<file path="config.mk">
export PLATFORM = sky130hd
export DESIGN_NAME = dram_refresh_sched
export DESIGN_NICKNAME = d
export VERILOG_FILES = /design/src/rtl/dram_ref_pkg.sv /design/src/rtl/refi_timer.sv /design/src/rtl/refresh_debt.sv /design/src/rtl/recov_timer.sv /design/src/rtl/dram_refresh_sched.sv
export SDC_FILE = /design/constraint.sdc
export NUM_CORES = 1
export LEC_CHECK = 0
export BUFFER_PORTS_ARGS = -buffer_cell sky130_fd_sc_hd__buf_2
export CAP_MARGIN = 20
export CORE_MARGIN = 1.5
export CORE_UTILIZATION = 30
export CTS_CLUSTER_SIZE = 8
export DETAILED_ROUTE_END_ITERATION = 10
export GPL_ROUTABILITY_DRIVEN = 0
export PLACE_DENSITY_LB_ADDON = 0.15
export SLEW_MARGIN = 10
export SYNTH_ARGS = -nofsm -noshare
export SYNTH_HDL_FRONTEND = slang
export SYNTH_HIERARCHICAL = 1
export SYNTH_SLANG_ARGS = --single-unit
</file>
<file path="constraint.sdc">
create_clock -name clk -period 3.9 [get_ports clk]
set_input_delay 0.39 -clock clk [delete_from_list [all_inputs] [get_ports clk]]
set_output_delay 0.39 -clock clk [all_outputs]
set_load 0.01 [all_outputs]
</file>
<file path="src/rtl/dram_ref_pkg.sv">
package dram_ref_pkg;

    typedef enum logic {
        SR_AWAKE   = 1'b0,
        SR_ASLEEP  = 1'b1
    } sr_state_e;

    // Integer division rounded up, used to turn picosecond limits into cycles.
    function automatic int ceil_div(input longint num, input longint den);
        return int'((num + den - 1) / den);
    endfunction

endpackage

</file>
<file path="src/rtl/refi_timer.sv">
module refi_timer #(
    parameter int COOL_CYC = 2080,
    parameter int HOT_CYC  = 1040
) (
    input  logic clk,
    input  logic rst_n,
    input  logic run_i,
    input  logic restart_i,
    input  logic hot_i,
    output logic expire_o
);
    localparam int MAX_CYC = (COOL_CYC > HOT_CYC) ? COOL_CYC : HOT_CYC;
    localparam int CW      = $clog2(MAX_CYC + 1);

    typedef struct packed {
        logic [CW-1:0] cnt;
    } timer_t;

    timer_t        st_d, st_q;
    logic [CW-1:0] reload;

    always_comb begin
        reload   = hot_i ? CW'(HOT_CYC - 1) : CW'(COOL_CYC - 1);
        st_d     = st_q;
        expire_o = 1'b0;
        if (restart_i) begin
            st_d.cnt = reload;
        end else if (run_i) begin
            if (st_q.cnt == '0) begin
                expire_o = 1'b1;
                st_d.cnt = reload;
            end else begin
                st_d.cnt = st_q.cnt - 1'b1;
            end
        end
    end

    always_ff @(posedge clk) begin
        if (!rst_n) begin
            st_q.cnt <= CW'(COOL_CYC - 1);
        end else begin
            st_q <= st_d;
        end
    end

endmodule

</file>
<file path="src/rtl/refresh_debt.sv">
module refresh_debt #(
    parameter int DEBT_MAX = 8
) (
    input  logic clk,
    input  logic rst_n,
    input  logic add_i,
    input  logic take_i,
    input  logic clear_i,
    output logic owed_o,
    output logic full_o
);
    localparam int DW = $clog2(DEBT_MAX + 1);

    typedef struct packed {
        logic [DW-1:0] debt;
    } debt_t;

    debt_t st_d, st_q;

    always_comb begin
        st_d = st_q;
        if (clear_i) begin
            st_d.debt = '0;
        end else if (add_i && !take_i) begin
            if (st_q.debt != DW'(DEBT_MAX)) begin
                st_d.debt = st_q.debt + 1'b1;
            end
        end else if (take_i && !add_i) begin
            if (st_q.debt != '0) begin
                st_d.debt = st_q.debt - 1'b1;
            end
        end
        owed_o = (st_q.debt != '0);
        full_o = (st_q.debt == DW'(DEBT_MAX));
    end

    always_ff @(posedge clk) begin
        if (!rst_n) begin
            st_q.debt <= '0;
        end else begin
            st_q <= st_d;
        end
    end

endmodule

</file>
<file path="src/rtl/recov_timer.sv">
module recov_timer #(
    parameter int LOAD = 52
) (
    input  logic clk,
    input  logic rst_n,
    input  logic start_i,
    output logic busy_o
);
    localparam int LV = (LOAD < 1) ? 1 : LOAD;
    localparam int TW = $clog2(LV + 1);

    typedef struct packed {
        logic [TW-1:0] cnt;
    } rec_t;

    rec_t st_d, st_q;

    always_comb begin
        st_d = st_q;
        if (start_i) begin
            st_d.cnt = TW'(LOAD);
        end else if (st_q.cnt != '0) begin
            st_d.cnt = st_q.cnt - 1'b1;
        end
        busy_o = (st_q.cnt != '0);
    end

    always_ff @(posedge clk) begin
        if (!rst_n) begin
            st_q.cnt <= '0;
        end else begin
            st_q <= st_d;
        end
    end

endmodule

</file>
<file path="src/rtl/dram_refresh_sched.sv">
module dram_refresh_sched
    import dram_ref_pkg::*;
#(
    parameter int CLK_PS         = 3750,
    parameter int REFI_COOL_PS   = 7_800_000,
    parameter int REFI_HOT_PS    = 3_900_000,
    parameter int TRFC_PS        = 195_000,
    parameter int XSNR_MARGIN_PS = 10_000,
    parameter int XSRD_CYC       = 200,
    parameter int CKE_MIN_CYC    = 3,
    parameter int DEBT_MAX       = 8
) (
    input  logic clk,
    input  logic rst_n,
    input  logic hot_i,
    input  logic ref_grant_i,
    input  logic sr_enter_i,
    input  logic sr_exit_i,
    output logic ref_req_o,
    output logic ref_urgent_o,
    output logic block_cmd_o,
    output logic block_rd_o,
    output logic in_sr_o
);
    localparam int COOL_CYC = ceil_div(REFI_COOL_PS, CLK_PS);
    localparam int HOT_CYC  = ceil_div(REFI_HOT_PS, CLK_PS);
    localparam int TRFC_CYC = ceil_div(TRFC_PS, CLK_PS);
    localparam int XSNR_CYC = ceil_div(longint'(TRFC_PS) + XSNR_MARGIN_PS, CLK_PS);
    localparam int CKE_LOAD = (CKE_MIN_CYC > 1) ? CKE_MIN_CYC - 1 : 1;

    typedef struct packed {
        sr_state_e st;
    } top_t;

    top_t st_d, st_q;

    logic awake;
    logic expire;
    logic owed, full;
    logic trfc_busy, xsnr_busy, xsrd_busy, cke_busy;
    logic take, enter_ok, exit_ok;

    always_comb begin
        st_d     = st_q;
        awake    = (st_q.st == SR_AWAKE);
        ref_req_o = awake && owed && !trfc_busy && !xsnr_busy;
        take     = ref_req_o && ref_grant_i;
        enter_ok = awake && sr_enter_i && !trfc_busy && !xsnr_busy
                   && !cke_busy && !take;
        exit_ok  = !awake && sr_exit_i && !cke_busy;
        if (enter_ok) begin
            st_d.st = SR_ASLEEP;
        end else if (exit_ok) begin
            st_d.st = SR_AWAKE;
        end
        block_cmd_o  = !awake || trfc_busy || xsnr_busy;
        block_rd_o   = block_cmd_o || xsrd_busy;
        ref_urgent_o = full;
        in_sr_o      = !awake;
    end

    always_ff @(posedge clk) begin
        if (!rst_n) begin
            st_q.st <= SR_AWAKE;
        end else begin
            st_q <= st_d;
        end
    end

    refi_timer #(
        .COOL_CYC (COOL_CYC),
        .HOT_CYC  (HOT_CYC)
    ) u_refi (
        .clk       (clk),
        .rst_n     (rst_n),
        .run_i     (awake),
        .restart_i (exit_ok),
        .hot_i     (hot_i),
        .expire_o  (expire)
    );

    refresh_debt #(
        .DEBT_MAX (DEBT_MAX)
    ) u_debt (
        .clk     (clk),
        .rst_n   (rst_n),
        .add_i   (expire),
        .take_i  (take),
        .clear_i (enter_ok),
        .owed_o  (owed),
        .full_o  (full)
    );

    recov_timer #(.LOAD(TRFC_CYC)) u_trfc (
        .clk (clk), .rst_n (rst_n), .start_i (take), .busy_o (trfc_busy)
    );

    recov_timer #(.LOAD(XSNR_CYC)) u_xsnr (
        .clk (clk), .rst_n (rst_n), .start_i (exit_ok), .busy_o (xsnr_busy)
    );

    recov_timer #(.LOAD(XSRD_CYC)) u_xsrd (
        .clk (clk), .rst_n (rst_n), .start_i (exit_ok), .busy_o (xsrd_busy)
    );

    recov_timer #(.LOAD(CKE_LOAD)) u_cke (
        .clk (clk), .rst_n (rst_n), .start_i (enter_ok || exit_ok), .busy_o (cke_busy)
    );

endmodule

</file>
## Word-level counts from Yosys, hierarchy flattened

Cells that the tools add are included.

| cells by class | value |
|---|---|
| add/sub/neg operators | 7 |
| multipliers | 0 |
| div/mod/pow operators | 0 |
| magnitude comparators | 0 |
| equal/unequal tests | 4 |
| shift-type cells | 0 |
| mux-type cells | 21 |
| bitwise logic cells | 2 |
| reductions and logical operators | 40 |

Operator list:

| kind | number |
|---|---|
| 12-bit two-way mux | 4 |
| 6-bit two-way mux | 4 |
| 4-bit two-way mux | 4 |
| 8-bit two-way mux | 2 |
| 2-bit nonzero test | 8 |
| 1-bit logical AND | 13 |
| 12-bit logical NOT | 1 |
| 6-bit nonzero test | 2 |
| 12-bit by 1-bit subtractor with 12-bit output, second input constant | 1 |
| 6-bit by 1-bit subtractor with 6-bit output, second input constant | 2 |
| 8-bit nonzero test | 1 |
| 2-bit OR reduction | 4 |
| 8-bit by 1-bit subtractor with 8-bit output, second input constant | 1 |
| 1-bit logical NOT | 5 |
| 1-bit two-way mux | 5 |
| 4-bit by 1-bit adder with 4-bit output, second input constant | 1 |
| 4-bit equality test, second input constant | 1 |
| 1-bit logical OR | 4 |
| 2-bit two-way mux | 2 |
| 4-bit inequality test, second input constant | 1 |
| 4-bit nonzero test | 1 |
| 4-bit by 1-bit subtractor with 4-bit output, second input constant | 1 |
| 3-bit AND reduction | 1 |
| 2-bit by 1-bit inequality test with 1-bit output, second input constant | 1 |
| 3 further kinds | 4 |

| word-level totals | value |
|---|---|
| bits in registers | 39 |
| bits in latches | 0 |
| RAM bits | 0 |
| memory bits (read-only) | 0 |
| input bits | 6 |
| output and inout port bits | 5 |
| logic and storage cells | 85 |
| memories kept | 0 |

## Logic depth before layout (Yosys ltp)

| logic depth | value |
|---|---|
| depth after elaboration | 9 |
| mapped depth | 13 |
| depth with buffers taken out | 12 |

## By module

Netlist, hierarchy kept.

By module, submodules not included:

| module | instances | cells an instance | area an instance (µm²) | seq. area each (µm²) |
|---|---|---|---|---|
| refi_timer | 1 | 90 | 738.2 | 240.2 |
| recov_timer (u_xsrd) | 1 | 45 | 435.4 | 160.2 |
| recov_timer (u_xsnr) | 1 | 37 | 344.1 | 120.1 |
| recov_timer (u_trfc) | 1 | 35 | 322.8 | 120.1 |
| refresh_debt | 1 | 35 | 319.1 | 80.1 |
| dram_refresh_sched | 1 | 18 | 147.6 | 20.0 |
| recov_timer (u_cke) | 1 | 6 | 70.1 | 40.0 |

## Least setup slack after synthesis

Ideal clock, no wire load.

| timing path | value |
|---|---|
| path kind | register to register |
| start point | register u_trfc/st_q[0] (netlist bit) |
| end point | register u_debt/st_q[3] (netlist bit) |
| setup time | 131 ps |
| data arrival time | 3303 ps |
| required time | 3769 ps |
| slack | 466 ps |
| cell stages (with the launch flop) | 14 |
| buffers on the path | 1 |
| period minus slack after synthesis | 3434 ps |
| path through | dfxtp_1 inv_1 ha_1 or3b_4 or3_4 or3_1 buf_6 nor2b_1 nand2b_1 ha_1 a21oi_1 and2_1 mux2i_1 o311ai_1 |

| on the way | value |
|---|---|
| word-level cells in the longest chain between the ends | 9 |
| elaborated cells between the ends (all ways) | 18 |
| those cells by class | 1 x eq/ne; 1 x mux; 16 x reduce/logical |

Ends and longest elaborated chain:

| element | RTL line | source |
|---|---|---|
| start: declaration | recov_timer.sv:16 | `rec_t st_d, st_q;` |
| start signal: assignment | recov_timer.sv:32 | `st_q <= st_d;` |
| 6-bit nonzero test * | recov_timer.sv:25 | `busy_o = (st_q.cnt != '0);` |
| via trfc_busy | dram_refresh_sched.sv:40 | `logic trfc_busy, xsnr_busy, xsrd_busy, cke_busy;` |
| 1-bit logical NOT * | dram_refresh_sched.sv:46 | `ref_req_o = awake && owed && !trfc_busy && !xsnr_busy;` |
| 1-bit logical AND * (2 in a row) | dram_refresh_sched.sv:46 |  |
| 1-bit logical AND * | dram_refresh_sched.sv:47 | `take = ref_req_o && ref_grant_i;` |
| via take | dram_refresh_sched.sv:41 | `logic take, enter_ok, exit_ok;` |
| 1-bit logical NOT | refresh_debt.sv:24, dram_refresh_sched.sv:49 |  |
| 1-bit logical AND | refresh_debt.sv:24 | `end else if (add_i && !take_i) begin` |
| 2-bit inequality test (no line) or 2-bit nonzero test (tied branches) | - |  |
| 3-bit AND reduction (no line) | - |  |
| end signal: assignment | refresh_debt.sv:41 | `st_q <= st_d;` |
| end: declaration | refresh_debt.sv:18 | `debt_t st_d, st_q;` |

The timed path passes the listed nets; every way through them passes the cells marked *.
A chain may end at the register's enable or synchronous reset.

## Worst setup path in the final report

Same ends and word-level chain as after synthesis.

==> flow_summary.toml <==
[synth]
synthXorXnorAreaFrac = 0.0553
synth-compound-area-share = 0.204
synth_top_family_by_area = "simple AND/OR/NAND/NOR gates"
syn_area_um2 = 2380
avgSynthCellArea_um2 = 8.94
ys_seq_elements = 39
synth_edf_count = 0
syn_inst = 266
synthFlopType = "dfxtp_1"
synthMuxAreaShare = 0.00421
ys_warn_count = 6
synth.distinct_cells = 73
synthSimpleGateAreaFrac = 0.309
post_synth_fa_ha_maj_area_fraction = 0.0505
ys_seq_area_frac = 0.328
synth_fp_nets = 281
async_reset_ff_frac = 0

[setup_path]
cpMaxStageDelayCell = "or3_1"
crit_chain = "inv_1 > ha_1 > or3b_4 > or3_4 > or3_1 > nor2b_1 > nand2b_1 > ha_1 > a21oi_1 > and2_1 > mux2i_1 > o311ai_1"
r2r_start = "u_trfc/st_q[0]"
cp_slowest_stage_delay_ns = 0.44
crit_arrival_ns = 3.52
reg2regPathDepth = 12
required_ns = 4.07
start_kind = "flop"
endpoint_kind = "flop"
worstPathMaxFanout = 7
crit_start = "u_trfc/st_q[0]"
criticalPathCategory = "flop to flop"
cp_common_cell = "ha_1"

[grt]
antenna_found_initial = 0
grt_use_total = 0.125
grt.overflow.total = 0
first_global_vias = 1873
grt_max_degree = 23
grt_pass1_wl_um = 8600

[timing]
max_freq_mhz = 299
relSlewSlack = 0.490
layout_min_cycle_time_ns = 3.35
grt_setup_unrepaired = "no"
whs_ns = 0.456
fin_crit_sh = 0.859
hold_viol = 0
worstMarginPinSlew_ns = 0.759
finalMaxSlewViolations = 0
tns_ns = 0
clock_skew_ns = 0.00347
setup_viol = 0

[job]
maxCapViolCount = 0

[die]
dieArea_um2 = 8470
die_w_um = 92.0
start_util = 0.309
ios = 11
num_rows = 32
fp.coreArea_um2 = 7690
dieHeight_um = 92.0

[final_layout]
fin_nets = 293
diodes = 0
fin_util = 0.343
area_growth_pct = 10.8
drive_above_1_share = 0.154

[pwr]
ir_worst_vdd_uv = 309
power_uw = 1590
leakage_uw = 0.000954
p_per_area_nw_per_um2 = 602

[detailed_routing]
vias = 1929
drtPass1Iterations = 4
drtAntennaViolNets = 0
drc = 0
drt-total-wl_um = 4990
drtIter0Drc = 81
avgViaCountPerCell = 5.06
routedWlPerCell_um = 13.1

[clock_tree]
clk_latency_ns = 0.29
cts_buffers = 5
clockBufferDepth = 2
cts_max_level = 2
clkSinkCount = 39
cts_root_buf = "clkbuf_8"
cts.hold.buffers_added = 0
path_clk_slew_ns = 0.08
cts_tree = "built"
cts_setup_buffers = 0
cts-resized-gates = 0

[outcome]
status = "finished, final reports clean"

[placement]
port_buffers = 10
hpwl_um = 3660

[min_path]
hold_depth = 3
hold_start = "sr_exit_i"
hold_class = "input port to flop"
## logic make-up after synthesis
family                     Yosys count
and+or+nand+nor                    115
AOI/OAI and AO/OA                   59
DFF                                 39
buffers and inverters               28
xor gates and xnor gates            15
adders and majority gates            9
muxes                                1
## cell usage after synthesis (4+ instances only)
library cell / instances / share of area
o21a_1: 4 / 0.013
nor3_1: 7 / 0.015
xnor2_1: 9 / 0.033
inv_1: 21 / 0.033
dfxtp_1: 39 / 0.33
nor3b_1: 4 / 0.013
a21oi_1: 10 / 0.021
ha_1: 8 / 0.042
nor2b_1: 5 / 0.013
clkbuf_1: 4 / 0.0063
nand2b_1: 10 / 0.026
nor2_1: 18 / 0.028
nor4_1: 7 / 0.018
o21ai_1: 5 / 0.011
o21ai_0: 4 / 0.0084
xor2_1: 6 / 0.022
nand2_1: 18 / 0.028
nand3_1: 6 / 0.013
o31a_1: 4 / 0.015
## worst max-delay path: cells and delay by family (launching register included)
family | cells | cell delay (ns)
adders and majority gates | 2 | 0.52
buffers and inverters | 1 | 0.07
muxes | 1 | 0.18
DFF | 1 | 0.35
AOI/OAI and AO/OA | 2 | 0.27
and+or+nand+nor | 6 | 1.84
## power breakdown
part / switching [uW] / total (uW) / internal, uW / leakage, uW
clock network: 147 / 308 / 162 / 0.0000515
registers: 113 / 606 / 493 / 0.000319
logic: 349 / 673 / 324 / 0.000583
total: 608 / 1590 / 978 / 0.000954
## cells in the final DEF, fill, tap and decap left out, drive strengths merged, types with 3 or more instances in the layout
cell and instances:
a2111oi 3, a211oi 3, a21oi 11, a31oi 3, and2 3, buf 12
clkbuf 8, dfxtp 39, ha 8, inv 21, nand2 18, nand2b 10
nand3 6, nand4 3, nor2 20, nor2b 5, nor3 10, nor3b 4
nor4 9, nor4b 4, o21a 4, o21ai 9, o31a 5, or2 3
or3 4, or3b 3, or4 3, xnor2 9, xor2 6
## sequential cells by signal, summed over array words and instances, names as in the netlist
name,count
in_sr_o,1
u_cke/st_q,2
u_debt/st_q,4
u_refi/st_q,12
u_trfc/st_q,6
u_xsnr/st_q,6
u_xsrd/st_q,8
## cell type report
class | count | area (um^2)
fill | 796 | 5050
sequential | 39 | 781
clock buffer | 8 | 100
multi-input combinational | 199 | 1480
tap | 102 | 128
inverter | 21 | 78.8
timing repair buffer | 12 | 65.1
## final timing paths
check / to / slack, ns
setup / recovery: u_debt/st_q[3] / 0.55
hold / removal: in_sr_o / 0.46
setup reg to reg: u_debt/st_q[3] / 0.55
hold reg to reg: u_xsrd/st_q[0] / 0.49
## routing by layer
| metal | vias up | global-route usage | routed length (um) |
|---|---|---|---|
| met1 | 900 | 0.159 | 2480 |
| met3 | 6 | 0.0315 | 170 |
| met2 | 26 | 0.206 | 2290 |
| li1 | 997 | - | - |
| met5 | - | 0 | 0 |
| met4 | 0 | 0.0423 | 53 |
## metrics by stage
| stage | setup WS (ns) | cells | cell area (um^2) |
|---|---|---|---|
| after floorplan | 0.466 | 266 | 2380 |
| after global placement | 0.641 | 373 | 2530 |
| after detailed placement | 0.553 | 373 | 2530 |
| after CTS | 0.554 | 381 | 2630 |
| after global routing | 0.361 | 381 | 2630 |
| final | 0.550 | 381 | 2630 |
No activity file was read; power rests on OpenSTA's default activity.
